[src/rtl/spirf_pkg.sv]
package spirf_pkg;
  localparam int FRAME_BITS = 24;
  localparam int ADDR_BITS  = 6;
  localparam int WORD_BITS  = 16;
  localparam int NUM_REGS   = 12;
  localparam int IDX_BITS   = $clog2(NUM_REGS);
  localparam int CNT_BITS   = 5;
  // edge index (1-based) after which the address is complete
  localparam int ADDR_DONE  = 1 + ADDR_BITS;
  localparam int IMG_BITS   = NUM_REGS * WORD_BITS;

  localparam logic [ADDR_BITS-1:0] A_CTRL  = 6'h00;
  localparam logic [ADDR_BITS-1:0] A_ALARM = 6'h01;
  localparam int                   A_MASK  = 2;
  localparam int                   A_HOLE  = 6;

  localparam int B_PAR_EN  = 15;
  localparam int B_SRST    = 14;
  localparam int AL_PARITY = 15;
  localparam int AL_SHORT  = 14;
  localparam int AL_LONG   = 13;
  localparam int AL_ADDR   = 12;
  localparam logic [WORD_BITS-1:0] ALARM_FIELD = 16'hF000;

  typedef struct packed {
    logic                 rd;
    logic [ADDR_BITS-1:0] addr;
    logic [WORD_BITS-1:0] data;
    logic                 par;
  } frame_t;

  function automatic logic addr_ok(logic [ADDR_BITS-1:0] a);
    return (a < ADDR_BITS'(NUM_REGS)) && (a != ADDR_BITS'(A_HOLE));
  endfunction

  function automatic logic [WORD_BITS-1:0] wr_mask(int a);
    case (a)
      2:       return 16'hF000;
      3:       return 16'h7BE0;
      4:       return 16'h03CF;
      5:       return 16'hFFFC;
      7:       return 16'hFE7F;
      8:       return 16'h0FFF;
      9:       return 16'hF3FF;
      10:      return 16'h007F;
      11:      return 16'hFFFF;
      default: return 16'h0000;
    endcase
  endfunction
endpackage

[src/rtl/spirf_sync.sv]
module spirf_sync #(
  parameter int          W    = 3,
  parameter logic [W-1:0] IDLE = '0
) (
  input  logic         clk,
  input  logic         rst_n,
  input  logic [W-1:0] din,
  output logic [W-1:0] dout
);
  logic [W-1:0] meta;

  always_ff @(posedge clk or negedge rst_n) begin
    if (!rst_n) begin
      meta <= IDLE;
      dout <= IDLE;
    end else begin
      meta <= din;
      dout <= meta;
    end
  end
endmodule

[src/rtl/spirf_shifter.sv]
module spirf_shifter
  import spirf_pkg::*;
(
  input  logic                 clk,
  input  logic                 rst_n,
  input  logic                 sclk_s,
  input  logic                 csn_s,
  input  logic                 mosi_s,
  input  logic [WORD_BITS-1:0] rd_word,
  output logic [ADDR_BITS-1:0] rd_addr,
  output logic                 selected,
  output logic                 frame_done,
  output frame_t               frame,
  output logic [CNT_BITS-1:0]  frame_len,
  output logic                 miso
);
  logic                  sclk_q, csn_q;
  logic                  sclk_rise, sclk_fall, sel_start, sel_end;
  logic [FRAME_BITS-1:0] sr;
  logic [CNT_BITS-1:0]   cnt;
  logic [WORD_BITS-1:0]  osr;
  logic                  load_pend, rd_act;

  assign selected  = ~csn_s;
  assign sclk_rise = sclk_s & ~sclk_q;
  assign sclk_fall = ~sclk_s & sclk_q;
  assign sel_start = ~csn_s & csn_q;
  assign sel_end   = csn_s & ~csn_q;

  // one cycle after the address edge, sr[5:0] is the address, sr[6] the read flag
  assign rd_addr   = sr[ADDR_BITS-1:0];
  assign frame     = frame_t'(sr);
  assign frame_len = cnt;
  assign miso      = selected & rd_act & osr[WORD_BITS-1];

  always_ff @(posedge clk or negedge rst_n) begin
    if (!rst_n) begin
      sclk_q     <= 1'b0;
      csn_q      <= 1'b1;
      sr         <= '0;
      cnt        <= '0;
      osr        <= '0;
      load_pend  <= 1'b0;
      rd_act     <= 1'b0;
      frame_done <= 1'b0;
    end else begin
      sclk_q     <= sclk_s;
      csn_q      <= csn_s;
      frame_done <= sel_end;
      load_pend  <= selected && sclk_rise && (cnt == CNT_BITS'(ADDR_DONE - 1));
      if (sel_start) begin
        sr     <= '0;
        cnt    <= '0;
        osr    <= '0;
        rd_act <= 1'b0;
      end else if (load_pend) begin
        osr    <= rd_word;
        rd_act <= sr[ADDR_BITS];
      end else if (selected && sclk_rise) begin
        sr <= {sr[FRAME_BITS-2:0], mosi_s};
        if (cnt != '1) cnt <= cnt + 1'b1;
      end else if (selected && sclk_fall && (cnt >= CNT_BITS'(ADDR_DONE + 1))) begin
        osr <= {osr[WORD_BITS-2:0], 1'b0};
      end
    end
  end
endmodule

[src/rtl/spirf_regbank.sv]
module spirf_regbank
  import spirf_pkg::*;
#(
  parameter logic [7:0] CHIP_ID = 8'h09,
  parameter logic [3:0] REV_ID  = 4'h3
) (
  input  logic                 clk,
  input  logic                 rst_n,
  input  logic                 frame_done,
  input  frame_t               frame,
  input  logic [CNT_BITS-1:0]  frame_len,
  input  logic [ADDR_BITS-1:0] rd_addr,
  output logic [WORD_BITS-1:0] rd_word,
  output logic [IMG_BITS-1:0]  image,
  output logic                 alarm_irq
);
  logic [WORD_BITS-1:0] view [NUM_REGS];
  logic                 par_en;
  logic [WORD_BITS-1:0] alarm, al_set, al_clr;
  logic                 len_ok, too_short, too_long, par_bad, a_ok;
  logic                 do_wr, wr_ctrl, srst;

  assign len_ok    = frame_len == CNT_BITS'(FRAME_BITS);
  assign too_short = frame_len <  CNT_BITS'(FRAME_BITS);
  assign too_long  = frame_len >  CNT_BITS'(FRAME_BITS);
  assign par_bad   = par_en && !(^frame);
  assign a_ok      = addr_ok(frame.addr);
  assign do_wr     = frame_done && len_ok && !par_bad && a_ok && !frame.rd;
  assign wr_ctrl   = do_wr && (frame.addr == A_CTRL);
  assign srst      = wr_ctrl && frame.data[B_SRST];

  always_comb begin
    al_set = '0;
    if (frame_done) begin
      al_set[AL_SHORT]  = too_short;
      al_set[AL_LONG]   = too_long;
      al_set[AL_PARITY] = len_ok && par_bad;
      al_set[AL_ADDR]   = len_ok && !a_ok;
    end
    al_clr = (do_wr && frame.addr == A_ALARM) ? (frame.data & ALARM_FIELD) : '0;
  end

  always_ff @(posedge clk or negedge rst_n) begin
    if (!rst_n) begin
      alarm  <= '0;
      par_en <= 1'b0;
    end else begin
      alarm <= (alarm & ~al_clr) | al_set;
      if (srst)         par_en <= 1'b0;
      else if (wr_ctrl) par_en <= frame.data[B_PAR_EN];
    end
  end

  for (genvar a = 0; a < NUM_REGS; a++) begin : g_reg
    if (a == 0) begin : g_ctrl
      assign view[a] = {par_en, 3'b000, CHIP_ID, REV_ID};
    end else if (a == 1) begin : g_alarm
      assign view[a] = alarm;
    end else if (a == A_HOLE) begin : g_hole
      assign view[a] = '0;
    end else begin : g_plain
      logic [WORD_BITS-1:0] q;
      always_ff @(posedge clk or negedge rst_n) begin
        if (!rst_n)                                      q <= '0;
        else if (srst)                                   q <= '0;
        else if (do_wr && frame.addr == ADDR_BITS'(a))   q <= frame.data & wr_mask(a);
      end
      assign view[a] = q;
    end
    assign image[a*WORD_BITS +: WORD_BITS] = view[a];
  end

  assign rd_word   = addr_ok(rd_addr) ? view[rd_addr[IDX_BITS-1:0]] : '0;
  assign alarm_irq = |(alarm & ~view[A_MASK]);
endmodule

[src/rtl/spirf_top.sv]
module spirf_top
  import spirf_pkg::*;
#(
  parameter logic [7:0] CHIP_ID = 8'h09,
  parameter logic [3:0] REV_ID  = 4'h3
) (
  input  logic                clk,
  input  logic                rst_n,
  input  logic                sclk,
  input  logic                cs_n,
  input  logic                mosi,
  output logic                miso,
  output logic                alarm_irq,
  output logic [IMG_BITS-1:0] reg_image
);
  logic [2:0]           pins_s;
  logic [WORD_BITS-1:0] rd_word;
  logic [ADDR_BITS-1:0] rd_addr;
  logic                 selected, frame_done;
  frame_t               frame;
  logic [CNT_BITS-1:0]  frame_len;

  spirf_sync #(.W(3), .IDLE(3'b010)) u_sync (
    .clk  (clk),
    .rst_n(rst_n),
    .din  ({sclk, cs_n, mosi}),
    .dout (pins_s)
  );

  spirf_shifter u_shift (
    .clk       (clk),
    .rst_n     (rst_n),
    .sclk_s    (pins_s[2]),
    .csn_s     (pins_s[1]),
    .mosi_s    (pins_s[0]),
    .rd_word   (rd_word),
    .rd_addr   (rd_addr),
    .selected  (selected),
    .frame_done(frame_done),
    .frame     (frame),
    .frame_len (frame_len),
    .miso      (miso)
  );

  spirf_regbank #(.CHIP_ID(CHIP_ID), .REV_ID(REV_ID)) u_bank (
    .clk       (clk),
    .rst_n     (rst_n),
    .frame_done(frame_done),
    .frame     (frame),
    .frame_len (frame_len),
    .rd_addr   (rd_addr),
    .rd_word   (rd_word),
    .image     (reg_image),
    .alarm_irq (alarm_irq)
  );
endmodule

[config.mk]
export PLATFORM = sky130hd
export DESIGN_NAME = spirf_top
export DESIGN_NICKNAME = d
export VERILOG_FILES = /design/src/rtl/spirf_pkg.sv /design/src/rtl/spirf_sync.sv /design/src/rtl/spirf_shifter.sv /design/src/rtl/spirf_regbank.sv /design/src/rtl/spirf_top.sv
export SDC_FILE = /design/constraint.sdc
export NUM_CORES = 1
export LEC_CHECK = 0
export BUFFER_PORTS_ARGS = -buffer_cell sky130_fd_sc_hd__buf_2
export CAP_MARGIN = 20
export CORE_MARGIN = 4
export CORE_UTILIZATION = 50
export CTS_CLUSTER_SIZE = 25
export DETAILED_ROUTE_END_ITERATION = 8
export PLACE_DENSITY = 0.81
export SYNTH_ARGS = -nofsm -noshare
export SYNTH_HDL_FRONTEND = slang
export SYNTH_SLANG_ARGS = --single-unit
[constraint.sdc]
create_clock -name clk -period 3.18 [get_ports clk]
set_clock_uncertainty 0.1 [all_clocks]
set_input_delay 0.318 -clock clk [delete_from_list [all_inputs] [get_ports clk]]
set_output_delay 0.318 -clock clk [all_outputs]
set_load 0.005 [all_outputs]
==> metrics.md, run 1 <==
| Metric | Value |
|---|---|
| Root Driver | `clkbuf_16` |
| Site row count | `48` |
| Largest area contributor in the netlist | `dfrtp_1` |
| RSZ-0062 raised after global routing | `false` |
| Yosys reg bits | `159` |
| CP most frequent cell | `xnor3_1` |
| Die H | `141 µm` |
| Sink Count | `~160` |
| Clk slew on worst S/H paths | `0.06 ns` |
| Critical path cell sequence | `xnor3_1, xnor3_1, xnor3_1, mux2_4, nor3_4, buf_12, a21oi_1` |
| Yosys cell types | `57` |
| Most common cell after layout, fill and taps aside | `dfrtp_1` |
| Die Footprint | `0.0199 mm²` |
| Pin count of the biggest net entering global routing | `84` |
| PD cells | `434 mW/mm²` |
| Fmax | `0.334 GHz` |
| Final Critical Period | `3.00 ns` |
| First DRT Iteration DRCs | `960` |
| Post-Syn Instances | `about 950` |
| Hold path start | `u_sync.meta[1]` |
| DRT antenna net count | `0` |
| Startpoint Class | `flop` |
| WS Path Type | `flop to flop` |
| Vias in the first global route | `7,489` |
| Worst-Margin Slew | `0.813 ns` |
| ANT cells | `0` |
| DP Area | `0.00932 mm²` |
| Async S/R FF share, synth | `1.00` |
| Global Route Usage Sum | `0.274` |
| Drt pass-1 iters | `5` |
| Status | `finished clean` |
| GRT overflow | `0` |
| Crit path capture type | `flop` |
| Postcts setup bufs | `0` |
| Skew-Pair Late Insertion Delay | `0.44 ns` |
| Top cells by area, synth | `dfrtp_1 (44%), buf_4 (7.7%), o21ai_0 (6.4%)` |
| Max Slew Vio Count | `0` |
| Setup TNS | `0 ns` |
| Max stage delay on crit path | `between 0.4 and 0.5 ns` |
| R2R cell count | `7` |
| Post-Place Cells | `1,235` |
| Crit share post-route | `0.943` |
| Synth top area share | `0.441` |
| Post-Syn Area | `0.00884 mm²` |
| Area grow syn2layout | `12.9%` |
| WL per Instance | `~22 µm` |
| GP Congestion | `0.934` |
| CP max-delay cell | `dfrtp_1` |
| Final Instance Area | `0.00998 mm²` |
| R2R setup slack | `~0.18 ns` |
| Initial antenna violation count | `0` |
| CP arrival | `~3.2 ns` |
| H-tree depth | `4` |
| Max_cap viols | `0` |
| Core Area | `0.0173 mm²` |
| Port bufs | `109` |
| Die width | `141 µm` |
| # IOs | `a little under 200` |
| First-pass GRT wire length | `42,500 µm` |
| Hold crit path type | `flop to flop` |
| DRC | `0` |
| Commonest cells after routing, fill and taps aside | `dfrtp_1 (155), o21ai_0 (113), a21oi_1 (108), buf_2 (108), nand3_1 (105)` |
| Post-synth EDFFs | `0` |
| Sequential-to-total area share from yosys stat | `0.450` |
| Worst vdd ir | `roughly 0.37 mV` |
| Top FF cell, synth | `dfrtp_1` |
| Dpl hpwl | `approximately 19,000 µm` |
| Leakage | `4.65 nW` |
| Fraction of layout cells with a size suffix above 1 | `0.198` |
| Data required time at the worst endpoint | `3.38 ns` |
| WHS Path Cells | `0` |
| CP max FO | `78` |
| Hold Vio Cnt, Final | `0` |
| DR vias | `7,860` |
| Yosys warns | `0` |
| Reg-to-Reg Start | `u_shift.frame[21]` |
| TritonCTS clock tree | `built` |
| Pwr Total | `about 0.0043 W` |
| Final WL | `27,800 µm` |
| Final Net Count | `between 1,000 and 1,500` |
| Max transition margin | `0.458` |
| CP Launch Point | `u_shift.frame[21]` |
| Final setup viols | `0` |
| Clock tree buffer depth | `2` |
| Vias per cell | `about 6` |
| Initial core utilization | `0.511` |
| Num CTS Buffers | `17` |
| Non-filler instance count after layout | `1,271` |
| Syn avg cell area | `9.33 µm²` |
==> logic make-up after synthesis <==
group,synth area share
AO/OA/AOI/OAI,0.198
AND/OR/NAND/NOR,0.122
XOR/XNOR,0.0241
buffers and inverters,0.129
multiplexers,0.0621
flip-flops,0.450
other,0.000849
adder cells (fa/ha/maj),0.0141
==> critical path: cells and delay by family (launching register included) <==
family / cells / cell delay [ns]
XOR/XNOR: 3 / 1.07
flip-flops: 1 / 0.47
multiplexers: 1 / 0.45
buffers and inverters: 1 / 0.34
AND/OR/NAND/NOR: 1 / 0.27
AO/OA/AOI/OAI: 1 / 0.11
==> stage by stage <==
stage | setup slack (ns) | hold slack [ns] | util
final | 0.182 | 0.251 | 0.577
after global routing | 0.0646 | 0.251 | 0.577
after CTS | 0.00257 | 0.253 | 0.577
after detailed placement | 0.0514 | 0.240 | 0.539
after global placement | 0.107 | 0.242 | 0.539
after floorplan | 0.109 | -0.0776 | -
==> layout make-up <==
| class | count | area (µm²) |
|---|---|---|
| clock buffer | 22 | 484 |
| clock inverter | 10 | 125 |
| fill | 1473 | 7320 |
| inverter | 17 | 63.8 |
| multi-input combinational | 678 | 4070 |
| sequential | 159 | 3980 |
| tap | 225 | 282 |
| timing repair buffer | 160 | 977 |
==> routing by layer <==
layer	up-vias	GRT usage	share of wire
met4	0	0.137	0.047
met1	3817	0.366	0.38
li1	3389	-	-
met5	-	0	0
met3	97	0.0604	0.11
met2	557	0.424	0.46
==> timing repair <==
item | 4_1_cts | 5_1_grt
resized for setup | 0 | 3
hold endpoints to repair | 79 | 0
endpoints found under the setup margin | 0 | 83
hold buffers | 4 | 0
==> synthesized netlist by cell type, types with 5 or more instances <==
master	count
dfrtp_1	156
o21ai_0	113
a21oi_1	108
nand3_1	105
buf_4	91
clkbuf_1	66
nor2_1	40
mux2i_1	34
a22o_1	26
o22ai_1	23
nand2_1	18
inv_1	16
buf_2	11
xnor2_1	11
ha_1	10
a22oi_1	8
nor3_1	8
buf_1	7
mux4_2	7
nand4_1	6
nor2b_1	6
and3_1	5
buf_6	5
o311a_1	5
==> sequential cells by signal, summed over array words and instances, names as in the netlist <==
name / flops
u_bank.g.g_plain.q: 98
u_shift.frame: 24
u_shift.osr: 16
u_shift.frame_len: 5
u_bank.alarm: 4
u_sync.dout: 3
u_sync.meta: 3
u_bank.par_en: 1
u_shift.csn_q: 1
u_shift.frame_done: 1
u_shift.load_pend: 1
u_shift.rd_act: 1
u_shift.sclk_q: 1
==> final timing paths <==
kind                                                       to
worst max-delay path             u_bank.g_reg[4].g_plain.q[7]
worst min-delay path                           u_sync.dout[1]
worst max register to register   u_bank.g_reg[4].g_plain.q[7]
worst min register to register                 u_sync.dout[1]
max in group asynchronous       u_bank.g_reg[7].g_plain.q[11]
min in group asynchronous        u_bank.g_reg[4].g_plain.q[3]
==> power by group <==
group | switching, W | total (W) | internal (W)
logic | 0.000126 | 0.000168 | 0.0000416
registers | 0.0000114 | 0.00205 | 0.00204
clock network | 0.000865 | 0.00211 | 0.00125
Note: power is estimated with default switching activity, not from simulation.
==> run 2: changes to the inputs <==
--- a/config.mk
+++ b/config.mk
@@ -7,11 +7,13 @@
 export LEC_CHECK = 0
 export BUFFER_PORTS_ARGS = -buffer_cell sky130_fd_sc_hd__buf_2
 export CAP_MARGIN = 20
+export CELL_PAD_IN_SITES_DETAIL_PLACEMENT = 2
+export CELL_PAD_IN_SITES_GLOBAL_PLACEMENT = 2
 export CORE_MARGIN = 4
-export CORE_UTILIZATION = 50
+export CORE_UTILIZATION = 30
 export CTS_CLUSTER_SIZE = 25
 export DETAILED_ROUTE_END_ITERATION = 8
-export PLACE_DENSITY = 0.81
+export PLACE_DENSITY = 0.8
 export SYNTH_ARGS = -nofsm -noshare
 export SYNTH_HDL_FRONTEND = slang
 export SYNTH_SLANG_ARGS = --single-unit
==> metrics.md, run 2 (synthesis results as in run 1) <==
| Metric | Value |
|---|---|
| Status | `finished clean` |
| Max Slew Vio Count | `0` |
| Postcts setup bufs | `0` |
| Die width | `roughly 180 µm` |
| Worst vdd ir | `0.353 mV` |
| Reg-to-Reg Start | `u_shift.frame[10]` |
| Final WL | `~35,000 µm` |
| WL per Instance | `24.7 µm` |
| DP Area | `around 0.0095 mm²` |
| Data required time at the worst endpoint | `3.39 ns` |
| Root Driver | `clkbuf_16` |
| Global Route Usage Sum | `0.215` |
| Crit share post-route | `0.954` |
| Max FFs per register | `98` |
| DRC | `0` |
| Die H | `180 µm` |
| CP arrival | `3.24 ns` |
| Final core occ | `0.353` |
| Worst-Margin Slew | `0.936 ns` |
| H-tree depth | `4` |
| Crit path capture type | `flop` |
| Storage cell area | `0.00398 mm²` |
| Site row count | `62` |
| ANT cells | `0` |
| Largest Register | `u_bank.g.g_plain.q` |
| # IOs | `199` |
| First-pass GRT wire length | `54,500 µm` |
| # fillers | `3,255` |
| Die Footprint | `0.0323 mm²` |
| Vias in the first global route | `roughly 8,600` |
| Area grow syn2layout | `15.0%` |
| Core Area | `0.0289 mm²` |
| TritonCTS clock tree | `built` |
| WP buf/inv | `1` |
| Max stage delay on crit path | `0.73 ns` |
| Port bufs | `between 100 and 150` |
| Pin count of the biggest net entering global routing | `160` |
| GP Congestion | `0.875` |
| CP max FO | `70` |
| Final setup viols | `0` |
| GRT overflow | `0` |
| Vias per cell | `5.53` |
| Critical path cell sequence | `xor2_1, xnor2_1, xnor3_1, mux2_4, nor3_4, buf_12, a21oi_1` |
| CP Launch Point | `u_shift.frame[10]` |
| PD cells | `436 mW/mm²` |
| Hold path start | `u_sync.meta[0]` |
| Leakage | `4.65 nW` |
| DR vias | `7,883` |
| CP max-delay cell | `dfrtp_1` |
| Initial antenna violation count | `1` |
| Initial core utilization | `0.306` |
| Dpl hpwl | `24,100 µm` |
| Fmax | `0.330 GHz` |
| Fraction of layout cells with a size suffix above 1 | `0.197` |
| Clk slew on worst S/H paths | `around 0.07 ns` |
| Final Critical Period | `3.03 ns` |
| Multi-input logic area | `0.00407 mm²` |
| Hold crit path type | `flop to flop` |
| Clock tree buffer depth | `2` |
| Skew-Pair Late Insertion Delay | `0.45 ns` |
| Final Instance Area | `roughly 0.010 mm²` |
| Num CTS Buffers | `17` |
| Final Net Count | `approximately 1,000` |
| Most common cell after layout, fill and taps aside | `dfrtp_1` |
| Max transition margin | `0.376` |
| Setup TNS | `0 ns` |
| RSZ-0062 raised after global routing | `false` |
| Drt pass-1 iters | `5` |
| Startpoint Class | `flop` |
| First DRT Iteration DRCs | `648` |
| Max_cap viols | `0` |
| Commonest cells after routing, fill and taps aside | `dfrtp_1 (155), o21ai_0 (113), a21oi_1 (108), buf_2 (108), nand3_1 (105)` |
| Sink Count | `159` |
| CP delay by family, top | `XOR/XNOR gates` |
| WS Path Type | `flop to flop` |
| Hold Vio Cnt, Final | `0` |
| DRT antenna net count | `0` |
## run 2: cell types whose count changed in the layout (fill, tap and decap cells not counted)
cell / change
buf_12: +1
buf_4: -5
buf_6: +1
buf_8: -1
clkbuf_1: -1
clkbuf_8: -2
clkinv_4: +1
clkinvlp_4: -2
inv_6: -1
inv_8: +5
nor3_1: -1
nor3_2: +1
## run 2: layer usage
metal | wire length [µm] | track usage | vias to the layer above
li1 | - | - | 3387
met3 | 2000 | 0.0418 | 52
met5 | 13 | 0 | -
met4 | 746 | 0.0634 | 2
met2 | 17400 | 0.362 | 295
met1 | 15100 | 0.283 | 4147
## run 2: layout make-up
class / instances / area share
Tap cell: 384 / 0.0472
Multi-Input combinational cell: 678 / 0.400
Timing Repair Buffer: 156 / 0.0940
Inverter: 17 / 0.00627
Clock buffer: 19 / 0.0445
Sequential cell: 159 / 0.392
Clock inverter: 13 / 0.0164
## run 2: what timing repair did
action                                  in CTS  in global routing
hold buffers                                 4                  0
gates resized for setup                      0                  1
hold endpoints to repair                    87                  0
endpoints found under the setup margin       0                 73
## run 2: final timing paths
| check | to | slack [ns] | cells past startpoint |
|---|---|---|---|
| setup / recovery | u_bank.g_reg[7].g_plain.q[13] | 0.15 | 7 |
| hold / removal | u_sync.dout[0] | 0.26 | 0 |
| setup reg to reg | u_bank.g_reg[7].g_plain.q[13] | 0.15 | 7 |
| hold reg to reg | u_sync.dout[0] | 0.26 | 0 |
| max in group asynchronous | u_shift.frame[1] | 1.76 | 3 |
| min in group asynchronous | u_shift.frame_len[2] | 0.45 | 3 |
## run 2: report_power, final
part	switching (W)	internal [W]
logic	0.000136	0.0000411
registers	0.0000117	0.00203
clock network	0.000985	0.00123
## run 2: per-stage QoR
step | std cells | hold WS [ns] | worst slack (ns) | power [W]
4_1_cts | 1426 | 0.262 | 0.0150 | 0.00447
6_report | 1426 | 0.257 | 0.147 | 0.00444
2_1_floorplan | 1035 | -0.0776 | 0.109 | 0.00225
3_5_place_dp | 1390 | 0.236 | 0.0841 | 0.00225
5_1_grt | 1426 | 0.268 | 0.0268 | 0.00460
3_3_place_gp | 1390 | 0.239 | 0.187 | 0.00225
==> run 3: changes to the inputs <==
--- a/config.mk
+++ b/config.mk
@@ -11,6 +11,7 @@
 export CELL_PAD_IN_SITES_GLOBAL_PLACEMENT = 2
 export CORE_MARGIN = 4
 export CORE_UTILIZATION = 30
+export CTS_BUF_LIST = sky130_fd_sc_hd__clkbuf_16
 export CTS_CLUSTER_SIZE = 25
 export DETAILED_ROUTE_END_ITERATION = 8
 export PLACE_DENSITY = 0.8
==> metrics.md, run 3 (synthesis results as in run 1) <==
| Metric | Value |
|---|---|
| Root Driver | `clkbuf_16` |
| Max_cap viols | `0` |
| First-pass GRT wire length | `54,500 µm` |
| Die H | `180 µm` |
| DR top layer | `met4` |
| First DRT Iteration DRCs | `697` |
| Max Slew Vio Count | `0` |
| Sequential share of power | `0.466` |
| Hold_ws | `0.257 ns` |
| DRT antenna net count | `0` |
| Pin count of the biggest net entering global routing | `160` |
| Pwr Total | `between 0.004 and 0.005 W` |
| Status | `finished clean` |
| DRC | `0` |
| Final Net Count | `1,044` |
| WL met2 | `roughly 17,000 µm` |
| Most common cell after layout, fill and taps aside | `dfrtp_1` |
| Crit share post-route | `0.953` |
| Global Route Usage Sum | `0.215` |
| CP max FO | `73` |
| TritonCTS clock tree | `built` |
| Site row count | `62` |
| Fraction of layout cells with a size suffix above 1 | `0.195` |
| Commonest cells after routing, fill and taps aside | `dfrtp_1 (155), o21ai_0 (113), a21oi_1 (108), buf_2 (108), nand3_1 (105)` |
| ANT cells | `0` |
| Die width | `between 150 and 200 µm` |
| Final core occ | `0.352` |
| Met1 wire length | `15,000 µm` |
| Final setup viols | `0` |
| Internal | `roughly 0.0033 W` |
| Postcts setup bufs | `0` |
| GP Congestion | `around 0.87` |
| Combinational share of power | `0.040` |
| Leakage | `4.63 nW` |
| # IOs | `roughly 200` |
| Dpl hpwl | `between 20,000 and 25,000 µm` |
| Final WL | `35,200 µm` |
| WS Path Type | `flop to flop` |
| Startpoint Class | `flop` |
| Clock tree buffer depth | `2` |
| Sw Pwr | `0.00113 W` |
| Clock share of power | `0.494` |
| Worst-Margin Slew | `roughly 0.9 ns` |
| Post-Place Cells | `1,390` |
| Fmax | `0.330 GHz` |
| H-tree depth | `4` |
| GRT overflow | `0` |
| Vias per cell | `5.54` |
| Area grow syn2layout | `14.8%` |
| Worst vdd ir | `0.358 mV` |
| Hold crit path type | `flop to flop` |
| Num CTS Buffers | `17` |
| CP arrival | `3.30 ns` |
| Initial core utilization | `0.306` |
| PD cells | `432 mW/mm²` |
| DR vias | `7,900` |
| Clk slew on worst S/H paths | `0.07 ns` |
| # fillers | `around 3,300` |
| WL per Instance | `24.7 µm` |
| Max transition margin | `0.387` |
| Port bufs | `109` |
| Final Critical Period | `3.03 ns` |
| Non-filler instance count after layout | `between 1,000 and 1,500` |
| Skew-Pair Late Insertion Delay | `0.46 ns` |
| Initial antenna violation count | `0` |
| Sw Share | `0.258` |
| Largest Register | `u_bank.g.g_plain.q` |
| Setup TNS | `0 ns` |
| Hold Vio Cnt, Final | `0` |
| Die Footprint | `0.0323 mm²` |
| Data required time at the worst endpoint | `3.45 ns` |
| Max FFs per register | `slightly below 100` |
| RSZ-0062 raised after global routing | `false` |
| Sink Count | `159` |
| Vias in the first global route | `between 8,000 and 9,000` |
| Drt pass-1 iters | `5` |
| Core Area | `0.0289 mm²` |
| Crit path capture type | `flop` |
| Metal3 WL | `2200 µm` |
-- run 3: changes by cell type in the layout (fill, tap and decap cells not counted), sizes merged --
cell,delta
clkinv,+2
clkbuf,-2
-- run 3: critical path, stage by stage (launching register included) --
cell	delay, ns
dfrtp_1	0.73
xor2_1	0.18
xnor2_1	0.26
xnor3_1	0.53
mux2_4	0.29
buf_6	0.43
o21ai_0	0.21
a21oi_1	0.19
-- run 3: per-layer routing --
metal,vias to the layer above,global-route usage
met2,323,0.360
met4,0,0.0658
met1,4140,0.286
met5,-,0
li1,3393,-
met3,44,0.0394
-- run 3: area by class of cell --
cell class / instances / area, µm² / area share
Multi-Input combinational cell: 678 / 4070 / 0.401
Sequential cell: 159 / 3980 / 0.392
Timing Repair Buffer: 156 / 956 / 0.0941
Tap cell: 384 / 480 / 0.0473
Clock buffer: 17 / 425 / 0.0419
Clock inverter: 15 / 174 / 0.0171
Inverter: 17 / 63.8 / 0.00628
-- run 3: worst paths after layout --
| path | slack, ns | end | depth (start not counted) | start |
|---|---|---|---|---|
| worst min-delay path | 0.26 | u_sync.dout[0] | 0 | u_sync.meta[0] |
| worst min register to register | 0.26 | u_sync.dout[0] | 0 | u_sync.meta[0] |
| worst max register to register | 0.15 | u_bank.g_reg[8].g_plain.q[1] | 7 | u_shift.frame[10] |
| min in group asynchronous | 0.47 | u_shift.frame_len[2] | 3 | rst_n |
| max in group asynchronous | 1.78 | u_shift.frame[1] | 3 | rst_n |
| worst max-delay path | 0.15 | u_bank.g_reg[8].g_plain.q[1] | 7 | u_shift.frame[10] |
-- run 3: through the flow --
stage	setup slack (ns)	instance area (µm²)
3_3_place_gp	0.187	9510
4_1_cts	0.00708	10100
6_report	0.150	10200
3_5_place_dp	0.0841	9510
5_1_grt	0.0827	10200
2_1_floorplan	0.109	9170
-- run 3: power groups by stage --
stage	combinational (W)	clock [W]	sequential (W)
floorplan	0.000170	0	0.00208
global placement	0.000165	0	0.00208
detailed placement	0.000169	0	0.00208
CTS	0.000175	0.00220	0.00205
global route	0.000200	0.00230	0.00205
finish	0.000177	0.00217	0.00205
-- run 3: timing repair --
| item | 4_1_cts | 5_1_grt |
|---|---|---|
| hold buffers | 4 | 0 |
| resized for setup | 0 | 1 |
| endpoints found under the setup margin | 0 | 69 |
| hold endpoints to repair | 95 | 0 |
